`src/rtl/crc_pkg.sv`:
```
package crc_pkg;
  localparam int W = 32;
  localparam logic [3:0] KIND_P16A = 4'd0;
  localparam logic [3:0] KIND_P16B = 4'd1;
  localparam logic [3:0] KIND_P32A = 4'd2;
  localparam logic [3:0] KIND_P32C = 4'd3;
  localparam logic [3:0] KIND_SUM  = 4'd8;
  localparam logic [31:0] CTRL_MASK = 32'h0000_73BF;

  typedef struct packed {
    logic [1:0] start;
    logic       byte_mode;
    logic [1:0] rsv_b;
    logic       out_inv;
    logic       out_rev;
    logic       in_rev;
    logic       rsv_a;
    logic [1:0] swap;
    logic [3:0] kind;
  } ctrl_t;

  function automatic logic [W-1:0] crc_run(input logic [W-1:0] st, input logic [W-1:0] d,
                                           input logic byte_m, input logic [W-1:0] poly,
                                           input logic wide);
    logic [W-1:0] r;
    logic fb;
    r = wide ? st : {16'h0, st[15:0]};
    for (int i = W - 1; i >= 0; i--) begin
      if (!byte_m || i < 8) begin
        fb = (wide ? r[W-1] : r[15]) ^ d[i];
        r  = r << 1;
        if (!wide) r[W-1:16] = '0;
        if (fb) r = r ^ poly;
      end
    end
    return r;
  endfunction

  function automatic logic [W-1:0] sum_run(input logic [W-1:0] st, input logic [W-1:0] d,
                                           input logic byte_m);
    logic [17:0] acc;
    acc = {2'b0, st[15:0]};
    if (byte_m) acc = acc + {10'b0, d[7:0]};
    else        acc = acc + {2'b0, d[31:16]} + {2'b0, d[15:0]};
    acc = {2'b0, acc[15:0]} + {16'b0, acc[17:16]};
    acc = {2'b0, acc[15:0]} + {16'b0, acc[17:16]};
    return {16'h0, acc[15:0]};
  endfunction
endpackage

```
`src/rtl/crc_in_shape.sv`:
```
module crc_in_shape
  import crc_pkg::*;
#(
  parameter int NBYTES = W / 8
) (
  input  logic [W-1:0] din,
  input  logic         in_rev,
  input  logic [1:0]   swap,
  input  logic         byte_mode,
  output logic [W-1:0] dout
);
  logic [W-1:0] rev;
  logic [W-1:0] sw_b;

  for (genvar b = 0; b < NBYTES; b++) begin : g_byte
    for (genvar k = 0; k < 8; k++) begin : g_bit
      assign rev[b*8+k] = in_rev ? din[b*8+7-k] : din[b*8+k];
    end
  end

  always_comb begin
    sw_b = swap[0] ? {rev[23:16], rev[31:24], rev[7:0], rev[15:8]} : rev;
    if (byte_mode)    dout = {24'h0, rev[7:0]};
    else if (swap[1]) dout = {sw_b[15:0], sw_b[31:16]};
    else              dout = sw_b;
  end
endmodule

```
`src/rtl/crc_step.sv`:
```
module crc_step
  import crc_pkg::*;
(
  input  logic [W-1:0] start,
  input  logic [W-1:0] word,
  input  logic         byte_mode,
  input  logic [3:0]   kind,
  output logic [W-1:0] next
);
  always_comb begin
    unique case (kind)
      KIND_P16A: next = crc_run(start, word, byte_mode, 32'h0000_8005, 1'b0);
      KIND_P16B: next = crc_run(start, word, byte_mode, 32'h0000_1021, 1'b0);
      KIND_P32A: next = crc_run(start, word, byte_mode, 32'h04C1_1DB7, 1'b1);
      KIND_P32C: next = crc_run(start, word, byte_mode, 32'h1EDC_6F41, 1'b1);
      KIND_SUM:  next = sum_run(start, word, byte_mode);
      default:   next = start;
    endcase
  end
endmodule

```
`src/rtl/crc_out_shape.sv`:
```
module crc_out_shape
  import crc_pkg::*;
#(
  parameter int NBYTES = W / 8
) (
  input  logic [W-1:0] state,
  input  logic [3:0]   kind,
  input  logic         out_rev,
  input  logic         out_inv,
  output logic [W-1:0] result
);
  logic [W-1:0] rev;
  logic         narrow;

  for (genvar b = 0; b < NBYTES; b++) begin : g_byte
    for (genvar k = 0; k < 8; k++) begin : g_bit
      assign rev[b*8+k] = out_rev ? state[b*8+7-k] : state[b*8+k];
    end
  end

  assign narrow = (kind == KIND_P16A) || (kind == KIND_P16B) || (kind == KIND_SUM);

  always_comb begin
    result = rev;
    if (out_inv) result = rev ^ (narrow ? 32'h0000_FFFF : 32'hFFFF_FFFF);
  end
endmodule

```
`src/rtl/crc_csum_engine.sv`:
```
module crc_csum_engine
  import crc_pkg::*;
#(
  parameter int ADDR_W = 8,
  parameter int OFF_CTRL = 'h00,
  parameter int OFF_SEED = 'h10,
  parameter int OFF_DATA = 'h14,
  parameter int OFF_RSLT = 'h18
) (
  input  logic              clk,
  input  logic              rst_n,
  input  logic              req_valid,
  output logic              req_ready,
  input  logic              req_write,
  input  logic [ADDR_W-1:0] req_addr,
  input  logic [31:0]       req_wdata,
  output logic              rsp_valid,
  output logic [31:0]       rsp_rdata
);
  localparam logic [ADDR_W-1:0] A_CTRL = ADDR_W'(OFF_CTRL);
  localparam logic [ADDR_W-1:0] A_SEED = ADDR_W'(OFF_SEED);
  localparam logic [ADDR_W-1:0] A_DATA = ADDR_W'(OFF_DATA);
  localparam logic [ADDR_W-1:0] A_RSLT = ADDR_W'(OFF_RSLT);

  ctrl_t        ctrl_q;
  logic [W-1:0] state_q;
  logic [W-1:0] start_v, shaped, next_v, result_v, rd_mux;
  logic         wr_ctrl, wr_seed, wr_data, rd_any;

  assign req_ready = 1'b1;
  assign wr_ctrl = req_valid && req_write && (req_addr == A_CTRL);
  assign wr_seed = req_valid && req_write && (req_addr == A_SEED);
  assign wr_data = req_valid && req_write && (req_addr == A_DATA);
  assign rd_any  = req_valid && !req_write;

  always_comb begin
    unique case (ctrl_q.start)
      2'b10:   start_v = '0;
      2'b11:   start_v = '1;
      default: start_v = state_q;
    endcase
  end

  crc_in_shape u_in (
    .din(req_wdata), .in_rev(ctrl_q.in_rev), .swap(ctrl_q.swap),
    .byte_mode(ctrl_q.byte_mode), .dout(shaped)
  );

  crc_step u_step (
    .start(start_v), .word(shaped), .byte_mode(ctrl_q.byte_mode),
    .kind(ctrl_q.kind), .next(next_v)
  );

  crc_out_shape u_out (
    .state(state_q), .kind(ctrl_q.kind), .out_rev(ctrl_q.out_rev),
    .out_inv(ctrl_q.out_inv), .result(result_v)
  );

  always_ff @(posedge clk or negedge rst_n) begin
    if (!rst_n) begin
      ctrl_q  <= '0;
      state_q <= '0;
    end else begin
      if (wr_ctrl) ctrl_q <= ctrl_t'(req_wdata[14:0] & CTRL_MASK[14:0]);
      if (wr_seed) state_q <= req_wdata;
      if (wr_data) begin
        state_q      <= next_v;
        ctrl_q.start <= 2'b00;
      end
    end
  end

  always_comb begin
    if      (req_addr == A_CTRL) rd_mux = {17'h0, ctrl_q};
    else if (req_addr == A_SEED) rd_mux = state_q;
    else if (req_addr == A_RSLT) rd_mux = result_v;
    else                         rd_mux = '0;
  end

  always_ff @(posedge clk or negedge rst_n) begin
    if (!rst_n) begin
      rsp_valid <= 1'b0;
      rsp_rdata <= '0;
    end else begin
      rsp_valid <= rd_any;
      if (rd_any) rsp_rdata <= rd_mux;
    end
  end

  a_r2_rsp_after_read: assert property (@(posedge clk) disable iff (!rst_n)
    (req_valid && !req_write) |=> rsp_valid);
  a_r2_no_spurious_rsp: assert property (@(posedge clk) disable iff (!rst_n)
    !(req_valid && !req_write) |=> !rsp_valid);
  a_r5_start_clears: assert property (@(posedge clk) disable iff (!rst_n)
    (req_valid && req_write && req_addr == A_DATA) |=> ctrl_q.start == 2'b00);
  a_r11_seed_load: assert property (@(posedge clk) disable iff (!rst_n)
    (req_valid && req_write && req_addr == A_SEED) |=> state_q == $past(req_wdata));
  a_r3_narrow_upper_zero: assert property (@(posedge clk) disable iff (!rst_n)
    (wr_data && (ctrl_q.kind == KIND_P16A || ctrl_q.kind == KIND_P16B
                 || ctrl_q.kind == KIND_SUM)) |=> state_q[31:16] == 16'h0);
  a_r12_unknown_kind_holds: assert property (@(posedge clk) disable iff (!rst_n)
    (wr_data && ctrl_q.start == 2'b00 && ctrl_q.kind[3:2] == 2'b01) |=> $stable(state_q));
  a_r13_always_ready: assert property (@(posedge clk) disable iff (!rst_n)
    req_valid |-> req_ready);
endmodule

```
`config.mk`:
```
export PLATFORM = sky130hd
export DESIGN_NAME = crc_csum_engine
export DESIGN_NICKNAME = d
export VERILOG_FILES = /design/src/rtl/crc_pkg.sv /design/src/rtl/crc_in_shape.sv /design/src/rtl/crc_step.sv /design/src/rtl/crc_out_shape.sv /design/src/rtl/crc_csum_engine.sv
export SDC_FILE = /design/constraint.sdc
export NUM_CORES = 1
export LEC_CHECK = 0
export BUFFER_PORTS_ARGS = -buffer_cell sky130_fd_sc_hd__buf_4
export CAP_MARGIN = 20
export CORE_MARGIN = 2
export CORE_UTILIZATION = 55
export DETAILED_ROUTE_END_ITERATION = 7
export MAX_ROUTING_LAYER = met4
export PLACE_DENSITY = 0.72
export SYNTH_ARGS = -nofsm -noshare
export SYNTH_HDL_FRONTEND = slang
export SYNTH_SLANG_ARGS = --single-unit
```
`constraint.sdc`:
```
create_clock -name clk -period 20.3 [get_ports clk]
set_input_delay 4.06 -clock clk [delete_from_list [all_inputs] [get_ports clk]]
set_output_delay 4.06 -clock clk [all_outputs]
set_load 0.02 [all_outputs]
```
==> impl_metrics.csv, run 1 <==
group,metric,value,unit
status,status,"finished with violations",
status,violations,"DRC",
clock_tree,clock-sinks,77,
sta,drv_slew,0,
yosys,synthArstFlopShare,100,%
die,die_h,196,um
finish,fin_cells,3007,
finish,design_area,21500,um^2
placed_design,dpl.hpwl,68.7,mm
worst_setup_path,arrival,14.33,ns
sta,finClkSkew,0.0126,ns
yosys,synth_seq_cells,77,
clock_tree,root_buffer,"clkbuf_16",
grt,grt_pass1_vias,18461,
placed_design,place_ws,6.03,ns
die,initial_core_util,55.5,%
sta,fmax,0.0708,GHz
route,drc,8,
yosys,netlist_area,20200,um^2
worst_setup_path,cp-end-kind,"register",
route,vias,19844,
sta,finalWorstSetupSlack,6.17,ns
yosys,synth_edf_count,0,
grt,antenna_found_initial,1,
grt,globalRouteOverflowTotal,0,
yosys,synth_ff_type,"dfrtp_1",
sta,finalCritPeriodShare,69.6,%
clock_tree,ctsHoldBuffers,0,
die,ios,78,
yosys,yosysSeqAreaShare,9.55,%
clock_tree,cts_tree,"done",
yosys,synth.distinct_cells,94,
clock_tree,cts_setup_buffers,0,
worst_setup_path,crit_type,"in -> reg",
yosys,synth_top_area_cell,"xnor2_1",
sta,final.setup.tns,0,ns
worst_setup_path,startpoint_type,"primary input",
finish,layout.nets,2626,
worst_setup_path,critPathMaxFanout,5,
route,drtPass1Iterations,8,
clock_tree,h-tree-depth,3,
clock_tree,clk-insertion-delay-late,0.34,ns
route,wirelength,86.5,mm
sta,hold_viol_final,0,
route,wire_per_inst,28.8,um
yosys,synth_most_common_cell,"xnor2_1",
clock_tree,cts-resized-gates,0,
yosys,yosysWarningCount,0,
sta,setup_violations,0,
finish,fillers,3356,
yosys,yosys-top-cells-area,"xnor2_1 (26%), dfrtp_1 (9.5%), xor2_1 (6.7%), o21ai_0 (5.8%), xnor3_1 (4.9%)",
finish,drive_above_1_share,11.1,%
route,vias_per_cell,6.60,
die,num_rows,70,
die,die_w,196,um
finish,syn_to_final_growth,6.75,%
pwr,ir_drop,0.124,mV
placed_design,io_buffers,76,
grt,track_usage,45.4,%
placed_design,dp_cells,2989,
yosys,synth_top_cells_by_count,"xnor2_1 (607), o21ai_0 (234), nand2_1 (193)",
worst_setup_path,crit_path_start,"req_wdata[31]",
finish,antennaDiodeCount,0,
yosys,synth_nets,2626,
worst_setup_path,slowest_stage,"mux4_2",
clock_tree,cts_buffer_depth,2,
worst_setup_path,r2r_start,"ctrl_q[14]",
die,die_area,38200,um^2
route,ant_nets,0,
grt,grt_max_degree,73,
die,core_area,36300,um^2
grt,grt_pass1_wl,125,mm
placed_design,placed_area,21200,um^2
clock_tree,clk_pin_slew,0.06,ns
sta,timing.slew.headroom,22.7,%
worst_setup_path,cpMostUsedCell,"o21ai_0",
yosys,avgSynthCellArea,7.96,um^2
yosys,synthCells,2534,
clock_tree,cts_buffers,9,
worst_setup_path,worstPathRequired,20.50,ns
pwr,p_per_area,111,nW/um^2
route,first_iter_violations,3124,
sta,period_minus_slack,14.13,ns
sta,worstMarginPinSlew,1.16,ns
worst_setup_path,slowest_delay,0.54,ns
sta,rsz0062_at_grt,"no",
placed_design,gp_congestion,1.09,
min_path,hp-start,"rsp_rdata[18]",
yosys,synth_top_area_share,26.3,%
pwr,p_leak,8.40,nW
min_path,hold_path.class,"reg -> reg",
job,maxCapViolations,0,
[registers in the layout, indices dropped and copies added, names as in the netlist]
name and count:
ctrl_q 12, state_q 32, rsp_rdata 32, rsp_valid 1
[cell families after synthesis]
logic type	synth area share, %
buffers and inverters	4.66
AO/OA/AOI/OAI	20.1
adder cells (fa/ha/maj)	3.12
AND/OR/NAND/NOR	12.3
multiplexers	8.53
flip-flops	9.55
other	0.0186
XOR/XNOR	41.7
[worst max-delay path, delay by kind of cell]
| family | cells | cell delay [ns] |
|---|---|---|
| compound gates | 18 | 3.13 |
| mux | 3 | 1.14 |
| simple gates | 17 | 2.98 |
| fa+ha+maj | 7 | 2.22 |
| buf+inv | 3 | 0.25 |
| xor+xnor | 3 | 0.51 |
[metrics by stage]
stage / utilization, % / hold slack, ns / total power (W)
finish: 59.3 / 0.476 / 0.00240
detailed placement: 58.3 / 0.471 / 0.00215
global route: 59.3 / 0.504 / 0.00249
global placement: 58.3 / 0.463 / 0.00214
floorplan: - / 0.531 / 0.00168
CTS: 59.2 / 0.484 / 0.00234
[path summary, 6_finish.rpt]
kind,end,slack (ns),cells after the start
hold / removal,rsp_rdata[18],0.48,2
max in group asynchronous,ctrl_q[12],15.55,2
hold reg to reg,rsp_rdata[18],0.48,2
setup reg to reg,state_q[4],8.63,52
min in group asynchronous,rsp_rdata[7],3.54,1
setup / recovery,state_q[4],6.17,51
[where the power goes]
group / internal, W / switching (W) / leakage, nW
Sequential: 0.000159 / 0.0000146 / 1.03
Combinational: 0.000877 / 0.00116 / 7.20
Clock: 0.000120 / 0.0000656 / 0.167
[routing by layer]
| layer | part of all wire [%] | vias to the layer above | GRT usage (%) |
|---|---|---|---|
| li1 | - | 8745 | - |
| met1 | 39 | 9395 | 59.4 |
| met2 | 42 | 1422 | 66.4 |
| met3 | 12 | 282 | 7.98 |
| met4 | 6.9 | 0 | 25.3 |
| met5 | 0 | - | - |
[cell usage in the layout (no fill, tap or decap), types with 23 or more instances in the layout]
master    count
a21oi_1     187
nor2_1      147
ha_1         44
xor2_1      155
o21ai_0     234
buf_4       136
nor2b_1      23
mux2i_1      85
nor3_1       43
dfrtp_1      73
a22oi_1      36
nand3_1      24
nand2_1     193
xnor2_1     607
mux2_2       26
xnor3_1      44
o211ai_1     23
inv_1        74
[layout make-up]
type	instances	area, um^2	share of cell area [%]
Clock buffer	10	229	1.06
Timing Repair Buffer	139	1050	4.86
Multi-Input combinational cell	2225	17300	80.4
Inverter	82	308	1.43
Sequential cell	77	1930	8.98
Clock inverter	6	113	0.523
Tap cell	468	586	2.72
(Power assumes the default switching activity.)
==> run 2: changes to the inputs <==
- PLACE_DENSITY: 0.72 -> 0.75
- clock period: 20.3 -> 11.7 ns (I/O delays scaled with it)
==> run 2 against run 1 <==
Utilization rose by 1.7 points. Count of clock-buffer cells in the layout unchanged. Highest routed layer unchanged. Total power rose by 74%. Combinational power is 74% higher. Sequential share of layout area shrank 0.26 points. The run now ends clean. Global-route usage grew 1.5 points. Final area grew 2.9%.
==> impl_metrics.csv, run 2 (synthesis gave the netlist of run 1 again) <==
group,metric,value,unit
worst_setup_path,slowest_delay,0.86,ns
finish,final_cell_mix,"xnor2_1 (607), o21ai_0 (229), buf_4 (203)",
route,first_iter_violations,2720,
pwr,p_int,0.00205,W
route,wire_per_inst,28.8,um
sta,timing.slew.headroom,29.2,%
pwr,p_leak,8.75,nW
grt,grt_pass1_wl,128,mm
worst_setup_path,cpMostUsedCell,"xnor3_1",
die,ios,78,
die,initial_core_util,55.5,%
die,die_w,196,um
grt,antenna_found_initial,2,
pwr,ir_drop,0.266,mV
clock_tree,ctsHoldBuffers,0,
route,vias_per_cell,6.51,
route,ant_nets,0,
grt,grt_pass1_vias,19215,
worst_setup_path,cp-end-kind,"register",
sta,period_minus_slack,11.15,ns
min_path,min_delay_path_depth,2,
clock_tree,clk-insertion-delay-late,0.35,ns
grt,globalRouteOverflowTotal,0,
job,maxCapViolations,0,
grt,track_usage,46.9,%
clock_tree,clock-sinks,77,
placed_design,dpl.hpwl,70.9,mm
worst_setup_path,reg2reg_to,"state_q[30]",
pwr,swShare,50.9,%
grt,grt_max_degree,135,
worst_setup_path,r2r_start,"ctrl_q[4]",
pwr,clkPwrFrac,7.9,%
placed_design,placed_area,21700,um^2
pwr,p_per_area,188,nW/um^2
route,drc,0,
finish,mostFrequentLayoutCell,"xnor2_1",
sta,finClkSkew,0.0128,ns
min_path,hold_path.class,"reg -> reg",
clock_tree,cts_tree,"done",
finish,drive_above_1_share,14.2,%
worst_setup_path,startpoint_type,"primary input",
worst_setup_path,arrival,11.38,ns
placed_design,gp_congestion,1.14,
clock_tree,clk_pin_slew,0.07,ns
sta,hold_slack,0.476,ns
clock_tree,h-tree-depth,3,
sta,worstMarginPinSlew,1.03,ns
sta,hold_viol_final,0,
worst_setup_path,crit_type,"in -> reg",
finish,fin_cells,3074,
sta,final.setup.tns,0,ns
finish,reg_top3,"rsp_rdata x32, state_q x32, ctrl_q x12",
placed_design,dp_cells,3056,
min_path,holdPathEnd,"rsp_rdata[2]",
pwr,p_sw,0.00212,W
worst_setup_path,worstPathRequired,11.93,ns
clock_tree,cts_buffers,9,
route,wirelength,88.4,mm
worst_setup_path,r2r_cells,25,
die,die_h,196,um
sta,drv_slew,0,
clock_tree,cts_buffer_depth,2,
worst_setup_path,critPathMaxFanout,9,
clock_tree,root_buffer,"clkbuf_16",
die,core_area,36300,um^2
route,drtPass1Iterations,7,
sta,setup_violations,0,
finish,design_area,22200,um^2
sta,finalCritPeriodShare,95.3,%
min_path,hp-start,"rsp_rdata[2]",
die,die_area,38200,um^2
finish,syn_to_final_growth,9.88,%
finish,layout.nets,2693,
die,num_rows,70,
placed_design,io_buffers,76,
status,status,"complete, no violations",
pwr,pwr-share-comb,84.8,%
route,vias,19999,
worst_setup_path,slowest_stage,"a2111oi_0",
finish,post-route-util,61.0,%
worst_setup_path,r2r_slack,1.26,ns
pwr,seq_power_share,7.3,%
sta,fmax,0.0897,GHz
-- run 2: worst max-delay path by stage --
stage             startpoint          end
2_1_floorplan     ctrl_q[12]   state_q[6]
3_3_place_gp    req_wdata[9]   state_q[6]
3_5_place_dp    req_wdata[9]   state_q[6]
4_1_cts         req_wdata[9]   state_q[6]
5_1_grt        req_wdata[25]   state_q[6]
6_report        req_wdata[4]  state_q[30]
-- run 2: repair_timing --
action	CTS	global route
resized for setup	0	22
buffers inserted	0	0
endpoints found under the setup margin	0	14
-- run 2: layout make-up --
type,instances,area [um^2]
Sequential cell,77,1930
Multi-Input combinational cell,2225,17400
Inverter,82,308
Clock inverter,5,106
Tap cell,468,586
Fill cell,3332,14200
Timing Repair Buffer,206,1570
Antenna cell,1,2.50
Clock buffer,10,239
-- run 2: stage by stage --
step	setup slack (ns)	total power [W]
finish	0.554	0.00418
global route	-0.0357	0.00436
CTS	0.398	0.00409
detailed placement	0.0812	0.00376
global placement	0.250	0.00373
floorplan	0.0166	0.00291
-- run 2: worst max-delay path: cells and delay by family --
kind                      cells  cell delay (ns)
and+or+nand+nor               1             0.11
buffers and inverters         3             0.62
xor gates and xnor gates     13             4.26
muxes                         3             1.54
AOI/OAI and AO/OA             6             2.49
-- run 2: metal layers --
metal / global-route usage [%] / vias up / share of wire, %
met5: - / - / 0
met4: 28.8 / 0 / 7.5
met3: 8.70 / 272 / 11
met2: 69.5 / 1303 / 43
met1: 59.2 / 9512 / 39
li1: - / 8912 / -
-- run 2: power by group through the flow --
stage | combinational (W) | sequential [W] | clock (W)
4_1_cts | 0.00346 | 0.000303 | 0.000331
5_1_grt | 0.00371 | 0.000305 | 0.000342
2_1_floorplan | 0.00262 | 0.000287 | 0
3_5_place_dp | 0.00345 | 0.000308 | 0
3_3_place_gp | 0.00343 | 0.000307 | 0
6_report | 0.00354 | 0.000305 | 0.000331
